## src/rtl/uc_alu_pkg.sv

```systemverilog
package uc_alu_pkg;

  // datapath operation chosen by the function code
  typedef enum logic [1:0] {
    OP_ADD = 2'd0,
    OP_AND = 2'd1,
    OP_OR  = 2'd2,
    OP_XOR = 2'd3
  } alu_op_e;

  // where the adder's carry-in comes from
  typedef enum logic [1:0] {
    CIN_ZERO = 2'd0,
    CIN_ONE  = 2'd1,
    CIN_FLAG = 2'd2
  } cin_src_e;

  typedef struct packed {
    alu_op_e  op;
    cin_src_e cin_src;
    logic     keep_carry;
  } alu_ctrl_t;

endpackage

```

## src/rtl/uc_alu_decode.sv

```systemverilog
module uc_alu_decode
  import uc_alu_pkg::*;
(
  input  logic [2:0] fn_code,
  output alu_ctrl_t  ctrl
);

  always_comb begin
    ctrl = '{op: OP_ADD, cin_src: CIN_ZERO, keep_carry: 1'b0};
    case (fn_code)
      3'b000: ctrl = '{op: OP_ADD, cin_src: CIN_ZERO, keep_carry: 1'b0};
      3'b001: ctrl = '{op: OP_ADD, cin_src: CIN_ONE,  keep_carry: 1'b0};
      3'b010: ctrl = '{op: OP_AND, cin_src: CIN_ZERO, keep_carry: 1'b0};
      3'b011: ctrl = '{op: OP_OR,  cin_src: CIN_ZERO, keep_carry: 1'b0};
      3'b100: ctrl = '{op: OP_ADD, cin_src: CIN_ZERO, keep_carry: 1'b1};
      3'b101: ctrl = '{op: OP_ADD, cin_src: CIN_ONE,  keep_carry: 1'b1};
      3'b110: ctrl = '{op: OP_ADD, cin_src: CIN_FLAG, keep_carry: 1'b1};
      default: ctrl = '{op: OP_XOR, cin_src: CIN_ZERO, keep_carry: 1'b0};
    endcase
  end

  // only add codes may ask for the carry to be kept
  always_comb begin
    keep_only_on_add_chk: assert (!(ctrl.keep_carry && ctrl.op != OP_ADD));
  end

endmodule

```

## src/rtl/uc_alu_core.sv

```systemverilog
module uc_alu_core
  import uc_alu_pkg::*;
#(
  parameter int W = 8
) (
  input  alu_op_e        op,
  input  logic           cin,
  input  logic           inv_b,
  input  logic           pass_a,
  input  logic [W-1:0]   a_in,
  input  logic [W-1:0]   b_in,
  output logic [W-1:0]   y,
  output logic           cout,
  output logic [W-1:0]   carry_vec,
  output logic [W-1:0]   gen_vec
);

  localparam int PACKW = 2 * W + 1;

  // ripple add returning {carry out, carry into each bit, sum}
  function automatic logic [PACKW-1:0] ripple_add(input logic [W-1:0] x,
                                                 input logic [W-1:0] z,
                                                 input logic ci);
    logic [W:0]   c;
    logic [W-1:0] s;
    c[0] = ci;
    for (int i = 0; i < W; i++) begin
      s[i]   = x[i] ^ z[i] ^ c[i];
      c[i+1] = (x[i] & z[i]) | (c[i] & (x[i] ^ z[i]));
    end
    return {c[W], c[W-1:0], s};
  endfunction

  logic [W-1:0]     b_eff;
  logic [PACKW-1:0] add_pk;

  always_comb begin
    b_eff     = inv_b ? ~b_in : b_in;
    add_pk    = ripple_add(a_in, b_eff, cin);
    carry_vec = add_pk[2*W-1:W];
    gen_vec   = a_in & b_eff;
    cout      = 1'b0;
    case (op)
      OP_ADD: begin
        y    = add_pk[W-1:0];
        cout = add_pk[PACKW-1];
      end
      OP_AND:  y = a_in & b_eff;
      OP_OR:   y = a_in | b_eff;
      default: y = a_in ^ b_eff;
    endcase
    if (pass_a) begin
      y    = a_in;
      cout = 1'b0;
    end
  end

endmodule

```

## src/rtl/uc_alu_parchk.sv

```systemverilog
module uc_alu_parchk
  import uc_alu_pkg::*;
#(
  parameter int W = 8
) (
  input  alu_op_e      op,
  input  logic         inv_b,
  input  logic         pass_a,
  input  logic         a_par,
  input  logic         b_par,
  input  logic [W-1:0] carry_vec,
  input  logic [W-1:0] gen_vec,
  input  logic [W-1:0] y,
  output logic         y_par,
  output logic         mismatch
);

  // inverting an odd number of bits flips the data parity
  localparam logic INV_FLIPS = ((W % 2) == 1);

  logic xa, xb, pred_x;

  always_comb begin
    xa = ~a_par;
    xb = ~b_par ^ (inv_b & INV_FLIPS);
    case (op)
      OP_ADD:  pred_x = xa ^ xb ^ (^carry_vec);
      OP_AND:  pred_x = ^gen_vec;
      OP_OR:   pred_x = xa ^ xb ^ (^gen_vec);
      default: pred_x = xa ^ xb;
    endcase
    if (pass_a) pred_x = xa;
    y_par    = ~(^y);
    mismatch = (^y) != pred_x;
  end

endmodule

```

## src/rtl/uc_byte_alu.sv

```systemverilog
module uc_byte_alu
  import uc_alu_pkg::*;
#(
  parameter int W = 8
) (
  input  logic         clk,
  input  logic         rst,
  input  logic         exec_en,
  input  logic [2:0]   fn_code,
  input  logic         inv_b,
  input  logic         pass_a,
  input  logic [W-1:0] a_bus,
  input  logic         a_par,
  input  logic [W-1:0] b_bus,
  input  logic         b_par,
  output logic [W-1:0] y_bus,
  output logic         y_par,
  output logic         y_zero,
  output logic         c_out,
  output logic         c_flag,
  output logic         alu_err
);

  alu_ctrl_t    ctrl;
  logic         cin;
  logic         latch_en;
  logic         par_mismatch;
  logic [W-1:0] carry_vec;
  logic [W-1:0] gen_vec;

  uc_alu_decode u_dec (
    .fn_code (fn_code),
    .ctrl    (ctrl)
  );

  always_comb begin
    case (ctrl.cin_src)
      CIN_ONE:  cin = 1'b1;
      CIN_FLAG: cin = c_flag;
      default:  cin = 1'b0;
    endcase
  end

  uc_alu_core #(.W(W)) u_core (
    .op        (ctrl.op),
    .cin       (cin),
    .inv_b     (inv_b),
    .pass_a    (pass_a),
    .a_in      (a_bus),
    .b_in      (b_bus),
    .y         (y_bus),
    .cout      (c_out),
    .carry_vec (carry_vec),
    .gen_vec   (gen_vec)
  );

  uc_alu_parchk #(.W(W)) u_par (
    .op        (ctrl.op),
    .inv_b     (inv_b),
    .pass_a    (pass_a),
    .a_par     (a_par),
    .b_par     (b_par),
    .carry_vec (carry_vec),
    .gen_vec   (gen_vec),
    .y         (y_bus),
    .y_par     (y_par),
    .mismatch  (par_mismatch)
  );

  assign y_zero   = (y_bus == '0);
  assign latch_en = exec_en & ctrl.keep_carry & ~pass_a;

  always_ff @(posedge clk) begin
    if (rst) begin
      c_flag  <= 1'b0;
      alu_err <= 1'b0;
    end else begin
      if (latch_en) c_flag <= c_out;
      alu_err <= exec_en & par_mismatch;
    end
  end


  carry_hold_chk: assert property (@(posedge clk) disable iff (rst)
    !(exec_en && fn_code[2] && (fn_code != 3'b111) && !pass_a) |=> $stable(c_flag));


  carry_capture_chk: assert property (@(posedge clk) disable iff (rst)
    (exec_en && !pass_a && (fn_code inside {3'b100, 3'b101, 3'b110}))
      |=> (c_flag == $past(c_out)));


  err_pulse_chk: assert property (@(posedge clk) disable iff (rst)
    (exec_en && (y_par == ~(^y_bus)) && par_mismatch) |=> alu_err);


  err_quiet_chk: assert property (@(posedge clk) disable iff (rst)
    !exec_en |=> !alu_err);


  pass_through_chk: assert property (@(posedge clk) disable iff (rst)
    pass_a |-> (y_bus == a_bus) && !c_out);

endmodule

```

## config.mk

```make
export PLATFORM = sky130hd
export DESIGN_NAME = uc_byte_alu
export DESIGN_NICKNAME = d
export VERILOG_FILES = /design/src/rtl/uc_alu_pkg.sv /design/src/rtl/uc_alu_decode.sv /design/src/rtl/uc_alu_core.sv /design/src/rtl/uc_alu_parchk.sv /design/src/rtl/uc_byte_alu.sv
export SDC_FILE = /design/constraint.sdc
export NUM_CORES = 1
export LEC_CHECK = 0
export BUFFER_PORTS_ARGS = -buffer_cell sky130_fd_sc_hd__buf_2
export CAP_MARGIN = 40
export CORE_MARGIN = 1
export CORE_UTILIZATION = 53
export DETAILED_ROUTE_END_ITERATION = 10
export PLACE_DENSITY = 0.79
export SYNTH_ARGS = -nofsm -noshare
export SYNTH_HDL_FRONTEND = slang
export SYNTH_SLANG_ARGS = --single-unit
```

## constraint.sdc

```tcl
create_clock -name clk -period 7.9 [get_ports clk]
set_input_delay 1.185 -clock clk [delete_from_list [all_inputs] [get_ports clk]]
set_output_delay 1.185 -clock clk [all_outputs]
set_load 0.03 [all_outputs]
```

# Word-level counts from Yosys, hierarchy flattened
# Index checks and enable logic that the tools add are counted.
[word_totals]
regBits = 2
wordCells = 82
[classes]
eq_ne = 11
muxes = 9
bitwise_logic = 54
n_reduce_logical = 6
[op_table]
columns = ["cell", "n"]
rows = [
  ["5-bit one-hot mux with 7 select lines", 1],
  ["8-bit one-hot mux with 3 select lines", 1],
  ["8-bit parity", 3],
  ["1-bit AND", 19],
  ["1-bit XOR", 19],
  ["8-bit two-way mux", 2],
  ["3-bit == test, second input constant", 3],
  ["8-bit AND", 1],
  ["8-bit zero test", 1],
  ["8-bit inverter", 1],
  ["1-bit bitwise OR", 8],
  ["8-bit bitwise OR", 1],
  ["8-bit XOR", 1],
  ["3-bit by 2-bit == test with 1-bit output, second input constant", 2],
  ["2-bit by 1-bit == test with 1-bit output, second input constant", 2],
  ["2-bit == test, second input constant", 2],
  ["1-bit inverter", 4],
  ["3-bit by 1-bit == test with 1-bit output, second input constant", 1],
  ["3-bit zero test", 1],
  ["1-bit two-way mux", 3],
  ["1-bit one-hot mux with 3 select lines", 1],
  ["2-bit zero test", 1],
  ["1-bit one-hot mux with 2 select lines", 1],
  ["1-bit inequality test", 1],
]

# Longest topological paths before layout
# Gate-level depths: netlist of the first run.
[logic_depth]
ltp_word = 24
ltp_mapped = 22

# Modules after synthesis
# A second synthesis of the first run with hierarchy kept.
[hier_totals]
cells_unflattened = 153
area_unflattened_um2 = 1305.0
[by_module_without_submodules]
columns = ["module", "n_inst", "cells_each", "area_per_inst_um2"]
rows = [
  ["uc_alu_core", 1, 99, 854.6],
  ["uc_alu_parchk", 1, 30, 271.5],
  ["uc_byte_alu", 1, 17, 137.6],
  ["uc_alu_decode", 1, 7, 41.3],
]

# Worst setup path before layout of the first run
# No wires, ideal clock.
[synth_timing]
path_kind = "input port to output port"
from = "input port inv_b"
to = "output port y_par"
arrival_time_ns = 6.393
t_required_ns = 6.715
path_slack_ns = 0.322
path_stages = 17
cell_sequence = "clkbuf_1 xor2_1 fa_1 fa_1 fa_1 fa_1 fa_1 inv_1 fa_1 inv_1 fa_1 fa_1 a22oi_1 o21a_1 ha_1 xnor2_1 xnor2_1"
[synth_via]
elab_chain_len = 21
elab_cells_between_ends = 45
classes_between = "mux (3); bitwise (41); reduce/logical (1)"
[synth_lines]
columns = ["element", "line_no", "source"]
rows = [
  ["from (decl)", "uc_byte_alu.sv:10", "input logic inv_b,"],
  ["8-bit two-way mux *", "uc_alu_core.sv:38", "b_eff = inv_b ? ~b_in : b_in;"],
  ["1-bit XOR", "uc_alu_core.sv:28, uc_alu_core.sv:29", ""],
  ["1-bit AND", "uc_alu_core.sv:29", "c[i+1] = (x[i] & z[i]) | (c[i] & (x[i] ^ z[i]));"],
  ["1-bit bitwise OR", "uc_alu_core.sv:29", ""],
  ["1-bit AND", "uc_alu_core.sv:29", ""],
  ["1-bit bitwise OR", "uc_alu_core.sv:29", ""],
  ["1-bit AND", "uc_alu_core.sv:29", ""],
  ["1-bit bitwise OR", "uc_alu_core.sv:29", ""],
  ["[... 5 more ...]", "--", ""],
  ["1-bit bitwise OR", "uc_alu_core.sv:29", ""],
  ["1-bit AND", "uc_alu_core.sv:29", ""],
  ["1-bit bitwise OR", "uc_alu_core.sv:29", ""],
  ["1-bit XOR", "uc_alu_core.sv:28", "s[i] = x[i] ^ z[i] ^ c[i];"],
  ["8-bit one-hot mux with 3 select lines *", "uc_alu_core.sv:43", "case (op)"],
  ["8-bit two-way mux *", "uc_alu_core.sv:52", "if (pass_a) begin"],
  ["8-bit parity *", "uc_alu_parchk.sv:33", "y_par = ~(^y);"],
  ["1-bit inverter *", "uc_alu_parchk.sv:33", ""],
  ["to (decl)", "uc_byte_alu.sv:17", "output logic y_par,"],
]
# Every way passes the cells marked *; elsewhere a longest branch is shown, timed or not.

# Final worst setup path of the first run
[layout_timing]
from = "input port fn_code[1]"
to = "output port y_par"
[layout_via]
elab_chain_len = 23
elab_cells_between_ends = 40
classes_between = "eq/ne (10); mux (4); bitwise (23); reduce/logical (3)"
[layout_lines]
columns = ["element", "line_no", "source"]
rows = [
  ["from (decl)", "uc_byte_alu.sv:9", "input logic [2:0] fn_code,"],
  ["3-bit == test, or another cell as far along", "uc_alu_decode.sv:10", "case (fn_code)"],
  ["5-bit one-hot mux with 7 select lines *", "uc_alu_decode.sv:10", ""],
  ["2-bit == test / 2-bit by 1-bit == test with 1-bit output (equally long branches)", "uc_byte_alu.sv:37", "case (ctrl.cin_src)"],
  ["1-bit one-hot mux with 2 select lines", "uc_byte_alu.sv:37", ""],
  ["1-bit AND", "uc_alu_core.sv:29", ""],
  ["1-bit bitwise OR", "uc_alu_core.sv:29", ""],
  ["1-bit AND", "uc_alu_core.sv:29", ""],
  ["1-bit bitwise OR", "uc_alu_core.sv:29", ""],
  ["[... 7 more ...]", "--", ""],
  ["1-bit bitwise OR", "uc_alu_core.sv:29", ""],
  ["1-bit AND", "uc_alu_core.sv:29", ""],
  ["1-bit bitwise OR", "uc_alu_core.sv:29", ""],
  ["1-bit XOR", "uc_alu_core.sv:28", ""],
  ["8-bit one-hot mux with 3 select lines *", "uc_alu_core.sv:43", ""],
  ["8-bit two-way mux *", "uc_alu_core.sv:52", ""],
  ["8-bit parity *", "uc_alu_parchk.sv:33", ""],
  ["1-bit inverter *", "uc_alu_parchk.sv:33", ""],
]
# Marked as above.

==> results of run 1 <==
[per-layer routing]
| metal | track usage [%] | share of wire, % | wire length (microns) | vias to the layer above |
|---|---|---|---|---|
| met3 | 2.609 | 4.1 | 135 | 0 |
| li1 | - | - | - | 676 |
| met5 | 0 | 0 | 0 | - |
| met1 | 33.45 | 44 | 1443 | 648 |
| met2 | 47.89 | 52 | 1693 | 41 |
| met4 | 3.947 | 0 | 0 | 0 |
[through the flow]
step / power [uW] / instance area (sq um) / util (%) / hold WS, ps / setup WS, ps
6_report: 234.9 / 1562 / 67.97 / 559.8 / 336.7
5_1_grt: 258.9 / 1562 / 67.97 / 623.6 / 50.26
4_1_cts: 235.7 / 1562 / 67.97 / 567.3 / 351.9
3_5_place_dp: 212.8 / 1539 / 66.99 / 560.1 / 357.0
3_3_place_gp: 208.0 / 1539 / 66.99 / 547.2 / 469.6
2_1_floorplan: 166.2 / 1353 / - / 676.4 / 322.3
[state kept, by name (all words and copies together), names as in the netlist]
signal   count
alu_err      1
c_flag       1
[Yosys cell counts, types with 2 or more instances]
library cell / n
ha_1: 20
nor2_1: 14
inv_1: 24
nand2_1: 23
o21a_1: 5
nor2b_1: 2
xor2_1: 9
fa_1: 8
o31ai_1: 2
nand3_1: 4
a21o_1: 2
o21ai_0: 8
a22oi_1: 8
a21oi_1: 11
xnor2_1: 15
clkbuf_1: 5
dfxtp_1: 2
[layout make-up]
type / instances / area (sq um) / share of cell area, %
multi-input combinational: 148 / 1180 / 75.56
timing repair buffer: 38 / 190.2 / 12.18
inverter: 25 / 93.84 / 6.010
sequential: 2 / 40.04 / 2.564
tap: 28 / 35.03 / 2.244
clock buffer: 3 / 22.52 / 1.442
[worst min-delay path, stage by stage (launching register included)]
cell,delay [ps]
dfxtp_1,360
a32oi_1,70
nor2_1,90
[worst max-delay path by stage]
stage                     endpoint  cells after the start
after global routing         y_par                     19
after floorplan              y_par                     17
after global placement       y_par                     18
final                        y_par                     19
after CTS                    y_par                     18
after detailed placement     y_par                     18
[logic make-up after synthesis]
group | synth area share, %
simple gates | 18.22
mux | 0.7401
fa+ha+maj | 30.34
buf+inv | 9.805
compound gates | 20.72
flops | 2.960
xor+xnor | 17.21
[power groups by stage]
stage | Sequential [uW] | Combinational (uW) | Clock [uW]
2_1_floorplan | 17.8 | 148 | 0
3_3_place_gp | 13.0 | 195 | 0
3_5_place_dp | 13.2 | 200 | 0
4_1_cts | 13.1 | 200 | 22.2
5_1_grt | 13.3 | 222 | 23.8
6_report | 13.0 | 201 | 21.3
==> qor.csv, run 1 <==
metric,value,unit
power_switching_share,52.83,%
synth_seq_area_share,2.960,%
whs_path_depth,2,
wl_per_cell,13.41,microns
timing.setup.tns,0,ps
cp_max_fo,18,
rsz0062_at_grt,false,
power_frac_seq,5.6,%
ys_ff_latch,2,
grt-ovfl-total,0,
grt_pass1_vias,1275,
dieWidth,52.52,microns
cp.arrival,6380,ps
startpoint_type,input pin,
endpoint_kind,output port,
ant_nets,0,
cp_data_required_time,6710,ps
clock-root-buffer,clkbuf_4,
final-instance-count-excl-fill,244,
r2r_setup_slack,2390,ps
post-route-period-util,95.74,%
clkPwrFrac,9.1,%
ys_warn_count,0,
die_height,52.52,microns
syn_inst,183,
cts_max_level,1,
synth_area_leaders,"ha_1, fa_1, xnor2_1",
syn_area,1353,sq um
yosys.area.top_type,ha_1,
antenna_found_initial,0,
min_period,7563,ps
core,2297,sq um
criticalPathCategory,in -> out,
finalClockSkew,4.784,ps
numCtsBuffers,3,
synthFlopType,dfxtp_1,
leakage,0.0008243,uW
cts_tree,yes,
max_cap_viol_count,0,
port_buffers,38,
cpLargestDelayFamily,adder cells,
clock_sinks,2,
min_from,c_flag$_SDFFE_PP0P_,
via_per_inst,5.594,
synth_top_area_share,18.50,%
post-cts-setup-buffer-count,0,
crit_chain,"buf_2, nand2_1, o22ai_4, fa_1, fa_1, fa_1, fa_1, fa_1, inv_1, fa_1, inv_1, fa_1, fa_1, a22oi_1, o21a_1, ha_1, xnor2_1, xnor2_1, buf_2",
dr_total_vias,1365,
clock_latency,220,ps
syn_area_per_cell,7.391,sq um
ys_async_sr_fraction,0,%
first_pass_iters,4,
crit_buf_inv,4,
timing.rr.end,alu_err$_SDFF_PP0_,
whs_endpoint,c_flag$_SDFFE_PP0P_,
drc,0,
drv_slew,0,
cts_hold_buf,0,
p_switching,124.1,uW
relSlewSlack,57.84,%
grt_max_degree,25,
grt.total_usage,26.25,%
r2r.worst_path.cells,21,
io_pins,39,
fmax,132.2,MHz
clkTransAtPathRegs,30,ps
initial_core_util,58.88,%
mostFrequentLayoutCells,"buf_2, inv_1, nand2_1",
setup_viol,0,
internal-power,110.8,uW
finalHoldViolations,0,
r2r-start,c_flag$_SDFFE_PP0P_,
die-area,2758,sq um
gp_congestion,0.9040,
diodes,0,
p_per_area,150.4,nW/um^2
status,"finished, final reports clean",
drive_above_1_share,20.83,%
num-fill-cells,214,
startpoint,fn_code[1],
placementRows,17,
drt-initial-drc-count,41,
grt_pass1_wl,5423,microns
max_stage_delay,500,ps
hold_class,reg -> reg,
cts_resized,0,
synth-edff-count,0,
syn_nets,237,
p_comb_share,85.4,%
dp_hpwl,2641,microns
layout_commonest_cell,buf_2,
finalNetCount,272,
wl,3272,microns
cpMostUsedCell,fa_1,
slowest_stage,fa_1,
dp.cells,241,
ir_drop,0.0001372,V
ys_types,38,
area_delta_synth_final,15.45,%
cts_buffer_depth,2,
tightest_slew,630.1,ps
No activity file was read; power rests on OpenSTA's default activity.
==> run 2: changes to the inputs <==
--- a/config.mk
+++ b/config.mk
@@ -8,9 +8,10 @@
 export BUFFER_PORTS_ARGS = -buffer_cell sky130_fd_sc_hd__buf_2
 export CAP_MARGIN = 40
 export CORE_MARGIN = 1
-export CORE_UTILIZATION = 53
+export CORE_UTILIZATION = 54
+export CTS_BUF_LIST = sky130_fd_sc_hd__clkbuf_4
 export DETAILED_ROUTE_END_ITERATION = 10
-export PLACE_DENSITY = 0.79
+export PLACE_DENSITY = 0.81
 export SYNTH_ARGS = -nofsm -noshare
 export SYNTH_HDL_FRONTEND = slang
 export SYNTH_SLANG_ARGS = --single-unit
==> qor.csv, run 2 (synthesis gave the netlist of run 1 again) <==
metric,value,unit,change
min_from,c_flag$_SDFFE_PP0P_,,
cp_data_required_time,6710,ps,about the same
clock_sinks,2,,unchanged
startpoint_type,input pin,,
p_per_area,152.4,nW/um^2,+1.3%
clock_latency,220,ps,about the same
drc,0,,unchanged
timing.rr.end,alu_err$_SDFF_PP0_,,
criticalPathCategory,in -> out,,
reg_top3,"alu_err x1, c_flag x1",,
whs_endpoint,c_flag$_SDFFE_PP0P_,,
cp.arrival,6400,ps,+20 ps
drive_above_1_share,20.83,%,unchanged
post-route-period-util,95.99,%,+0.26 points
dr_total_vias,1332,,-2.4%
layout_commonest_cell,buf_2,,
cts_buffer_depth,2,,unchanged
placed_area,1539,sq um,unchanged
finalClockSkew,5.871,ps,+1.087 ps
internal-power,111.3,uW,+0.41%
clkPwrFrac,9.2,%,about the same
r2r-start,c_flag$_SDFFE_PP0P_,,
r2r_setup_slack,2360,ps,-30 ps
cts_resized,0,,unchanged
grt_pass1_vias,1293,,+1.4%
ant_nets,0,,unchanged
dieWidth,52.05,microns,-0.89%
whs,546.9,ps,-12.86 ps
power_switching_share,53.24,%,+0.41 points
slowest_stage,fa_1,,
relSlewSlack,59.21,%,+1.4 points
max_cap_viol_count,0,,unchanged
grt_max_degree,25,,unchanged
mostFrequentLayoutCells,"buf_2, inv_1, nand2_1",,
r2r.worst_path.cells,21,,unchanged
cpLargestDelayFamily,adder cells,,
wl_per_cell,13.58,microns,+1.3%
min_period,7584,ps,+20.24 ps
wl,3313,microns,+1.3%
post-cts-setup-buffer-count,0,,unchanged
placementRows,17,,unchanged
tightest_slew,609.6,ps,-20.46 ps
grt.total_usage,27.73,%,+1.5 points
fmax,131.9,MHz,-0.27%
first_pass_iters,4,,unchanged
io_pins,39,,unchanged
timing.setup.tns,0,ps,unchanged
endpoint_kind,output port,,
initial_core_util,59.43,%,+0.55 points
die_height,52.05,microns,-0.89%
cp_max_fo,8,,-10
crit_chain,"buf_2, xor2_1, fa_1, fa_1, fa_1, fa_1, fa_1, inv_1, fa_1, inv_1, fa_1, fa_1, a22oi_1, o21a_1, ha_1, xnor2_1, xnor2_1, buf_2",,
rsz0062_at_grt,false,,
diodes,0,,unchanged
cts_max_level,1,,unchanged
finalHoldViolations,0,,unchanged
ir_drop,0.0001532,V,+12%
core,2276,sq um,-0.93%
antenna_found_initial,0,,unchanged
utilization,68.61,%,+0.64 points
total_power,237.9,uW,+1.3%
cts_tree,yes,,
clkTransAtPathRegs,30,ps,about the same
numCtsBuffers,3,,unchanged
setup_viol,0,,unchanged
power_frac_seq,5.5,%,about the same
gp_congestion,0.8403,,-7.0%
area_delta_synth_final,15.45,%,unchanged
cpMostUsedCell,fa_1,,
clock-root-buffer,clkbuf_4,,
finalNetCount,272,,unchanged
hold_class,reg -> reg,,
grt-ovfl-total,0,,unchanged
grt_pass1_wl,5671,microns,+4.6%
p_switching,126.7,uW,+2.1%
fin_area,1562,sq um,unchanged
p_comb_share,85.3,%,about the same
via_per_inst,5.459,,-2.4%
leakage,0.0008243,uW,unchanged
status,"finished, final reports clean",,
port_buffers,38,,unchanged
whs_path_depth,2,,unchanged
crit_buf_inv,4,,unchanged
dp_hpwl,2757,microns,+4.4%
cts_hold_buf,0,,unchanged
max_stage_delay,510,ps,about the same
die-area,2709,sq um,-1.8%
drt-initial-drc-count,47,,+15%
drv_slew,0,,unchanged
-- run 2: worst max-delay path by stage --
stage           from     to  slack (ps)  cells after the start
2_1_floorplan  inv_b  y_par         320                     17
3_3_place_gp   inv_b  y_par         470                     18
3_5_place_dp   inv_b  y_par         330                     18
4_1_cts        inv_b  y_par         330                     18
5_1_grt        inv_b  y_par          70                     18
6_report       inv_b  y_par         320                     18
-- run 2: worst register-to-register path: cells and delay by family, from the launching register on --
family,cells,cell delay (ps)
flops,1,320
buf+inv,2,170
fa+ha+maj,9,3580
simple gates,4,380
xor+xnor,2,460
compound gates,4,510
-- run 2: cell type report --
| type | count | area (sq um) |
|---|---|---|
| well taps | 28 | 35.03 |
| flip-flops and latches | 2 | 40.04 |
| clock buffers | 3 | 22.52 |
| fillers | 208 | 714.4 |
| repair buffers | 38 | 190.2 |
| multi-input cells | 148 | 1180 |
| inverters | 25 | 93.84 |
-- run 2: metrics by stage --
| stage | std cells | setup slack, ps |
|---|---|---|
| 2_1_floorplan | 183 | 322.3 |
| 3_3_place_gp | 241 | 470.6 |
| 3_5_place_dp | 241 | 329.8 |
| 4_1_cts | 244 | 326.9 |
| 5_1_grt | 244 | 74.82 |
| 6_report | 244 | 316.5 |
-- run 2: metal layers --
metal,vias to the layer above,GRT usage (%),wire length (microns)
li1,673,-,-
met1,608,35.88,1455
met2,43,48.93,1654
met4,0,5.856,74
met5,-,0,0
met3,8,2.924,128
-- run 2: power by group through the flow --
stage,logic [uW],clock network (uW),registers [uW]
after global placement,194,0,13.0
after CTS,202,23.0,13.0
after detailed placement,201,0,13.2
after floorplan,148,0,17.8
final,203,22.0,13.0
after global routing,221,24.0,13.2
==> run 3: changes to the inputs <==
--- a/config.mk
+++ b/config.mk
@@ -7,11 +7,13 @@
 export LEC_CHECK = 0
 export BUFFER_PORTS_ARGS = -buffer_cell sky130_fd_sc_hd__buf_2
 export CAP_MARGIN = 40
+export CELL_PAD_IN_SITES_DETAIL_PLACEMENT = 0
+export CELL_PAD_IN_SITES_GLOBAL_PLACEMENT = 1
 export CORE_MARGIN = 1
-export CORE_UTILIZATION = 54
+export CORE_UTILIZATION = 38
 export CTS_BUF_LIST = sky130_fd_sc_hd__clkbuf_4
 export DETAILED_ROUTE_END_ITERATION = 10
-export PLACE_DENSITY = 0.81
+export PLACE_DENSITY = 0.8
 export SYNTH_ARGS = -nofsm -noshare
 export SYNTH_HDL_FRONTEND = slang
 export SYNTH_SLANG_ARGS = --single-unit
==> qor.csv, run 3 (synthesis gave the netlist of run 1 again) <==
metric,value,unit,change
status,"finished, final reports clean",,
crit_buf_inv,4,,unchanged
ant_nets,0,,unchanged
max_stage_delay,510,ps,about the same
reg_top3,"alu_err x1, c_flag x1",,
drt-initial-drc-count,34,,-28%
timing.setup.tns,0,ps,unchanged
r2r_setup_slack,2330,ps,-30 ps
startpoint_type,input pin,,
tightest_slew,647.5,ps,+37.90 ps
whs_endpoint,c_flag$_SDFFE_PP0P_,,
internal-power,117.9,uW,+5.9%
clkPwrFrac,9.4,%,+0.2 points
max_cap_viol_count,0,,unchanged
dieWidth,61.66,microns,+18%
clkTransAtPathRegs,30,ps,about the same
via_per_inst,4.894,,-10%
cts_max_level,1,,unchanged
grt-ovfl-total,0,,unchanged
cts_tree,yes,,
p_switching,126.3,uW,-0.31%
finalHoldViolations,0,,unchanged
finalClockSkew,3.330,ps,-2.541 ps
cts_hold_buf,0,,unchanged
power_frac_seq,5.3,%,-0.2 points
mostFrequentLayoutCells,"buf_2, inv_1, nand2_1",,
layout_commonest_cell,buf_2,,
slowest_stage,fa_1,,
r2r-start,c_flag$_SDFFE_PP0P_,,
first_pass_iters,4,,unchanged
cpLargestDelayFamily,adder cells,,
ir_drop,0.00009299,V,-39%
initial_core_util,40.22,%,-19 points
antenna_found_initial,0,,unchanged
criticalPathCategory,in -> out,,
cts_resized,0,,unchanged
dr_total_vias,1287,,-3.4%
wl,3163,microns,-4.5%
grt_max_degree,25,,unchanged
min_from,c_flag$_SDFFE_PP0P_,,
timing.rr.end,alu_err$_SDFF_PP0_,,
drv_slew,0,,unchanged
dp.cells,260,,+7.9%
cp_max_fo,8,,unchanged
hold_class,reg -> reg,,
numCtsBuffers,3,,unchanged
leakage,0.0008291,uW,+0.58%
grt_pass1_vias,1100,,-15%
final-instance-count-excl-fill,263,,+7.8%
die-area,3802,sq um,+40%
post-cts-setup-buffer-count,0,,unchanged
cp.arrival,6270,ps,-130 ps
grt_pass1_wl,4940,microns,-13%
cpMostUsedCell,fa_1,,
p_per_area,153.4,nW/um^2,+0.67%
cts_buffer_depth,2,,unchanged
placementRows,21,,+4
diodes,0,,unchanged
dp_hpwl,2539,microns,-7.9%
r2r.worst_path.cells,22,,+4.8%
drc,0,,unchanged
p_comb_share,85.3,%,about the same
min_period,7451,ps,-133.0 ps
whs_path_depth,2,,unchanged
io_pins,39,,unchanged
port_buffers,38,,unchanged
core,3363,sq um,+48%
fmax,134.2,MHz,+1.8%
wl_per_cell,12.03,microns,-11%
power_switching_share,51.72,%,-1.5 points
die_height,61.66,microns,+18%
gp_congestion,0.7693,,-8.4%
cp_data_required_time,6710,ps,about the same
endpoint_kind,output port,,
crit_chain,"buf_2, xor2_1, fa_1, fa_1, fa_1, fa_1, fa_1, inv_1, fa_1, inv_1, fa_1, fa_1, a22oi_1, o21a_1, ha_1, xnor2_1, xnor2_1, buf_2",,
rsz0062_at_grt,false,,
setup_viol,0,,unchanged
post-route-period-util,94.31,%,-1.7 points
num-fill-cells,370,,+78%
area_delta_synth_final,17.67,%,
clock-root-buffer,clkbuf_4,,
total_power,244.1,uW,+2.6%
drive_above_1_share,21.20,%,+0.36 points
finalNetCount,273,,+0.37%
clock_latency,230,ps,about the same
relSlewSlack,56.67,%,-2.5 points
grt.total_usage,17.54,%,-10 points
clock_sinks,2,,unchanged
-- run 3: cell types whose count changed in the layout (fill, tap and decap cells not counted) --
cell   previous run  this run
buf_4             0         1
-- run 3: area by class of cell --
type / instances / area, sq um / area share, %
Inverter: 25 / 93.84 / 5.896
Clock buffer: 3 / 22.52 / 1.415
Tap cell: 46 / 57.56 / 3.616
Multi-Input combinational cell: 148 / 1180 / 74.13
Timing Repair Buffer: 39 / 197.7 / 12.42
Sequential cell: 2 / 40.04 / 2.516
-- run 3: worst max path at each step --
stage | slack [ps] | from | end | cells after the start
final | 450 | inv_b | y_par | 18
after global routing | 190 | inv_b | y_par | 18
after CTS | 400 | inv_b | y_par | 18
after detailed placement | 400 | inv_b | y_par | 18
after global placement | 510 | inv_b | y_par | 18
after floorplan | 320 | inv_b | y_par | 17
-- run 3: metrics by stage --
stage	utilization [%]	hold WS, ps	instance area, sq um	setup slack (ps)
after floorplan	-	676.4	1353	322.3
after global placement	46.65	579.9	1569	505.5
after detailed placement	46.65	561.7	1569	398.9
after CTS	47.32	577.9	1592	404.2
after global routing	47.32	620.6	1592	186.2
final	47.32	566.7	1592	449.5
-- run 3: metal layers --
| layer | GRT usage [%] | vias up | part of all wire, % |
|---|---|---|---|
| met5 | 0 | - | 0 |
| met4 | 3.492 | 0 | 1.5 |
| met3 | 2.941 | 4 | 5.7 |
| met2 | 27.19 | 46 | 41 |
| met1 | 25.54 | 561 | 52 |
| li1 | - | 676 | - |
-- run 3: worst register-to-register path, cell delays in order (launching register included) --
cell	delay [ps]
dfxtp_1	330
nand2_1	110
o22ai_4	80
fa_1	430
fa_1	440
fa_1	440
fa_1	430
fa_1	380
inv_1	110
fa_1	220
inv_1	60
fa_1	430
fa_1	510
a22oi_1	70
o21a_1	200
ha_1	290
xnor2_1	140
xnor2_1	150
buf_4	160
nor3_1	220
nand3_1	110
o311a_1	130
nand2_1	70
-- run 3: power groups by stage --
stage | sequential [uW] | clock (uW) | combinational (uW)
finish | 13.0 | 23.0 | 208
global route | 13.3 | 26.3 | 230
CTS | 12.9 | 23.9 | 209
detailed placement | 13.1 | 0 | 207
global placement | 13.1 | 0 | 209
floorplan | 17.8 | 0 | 148
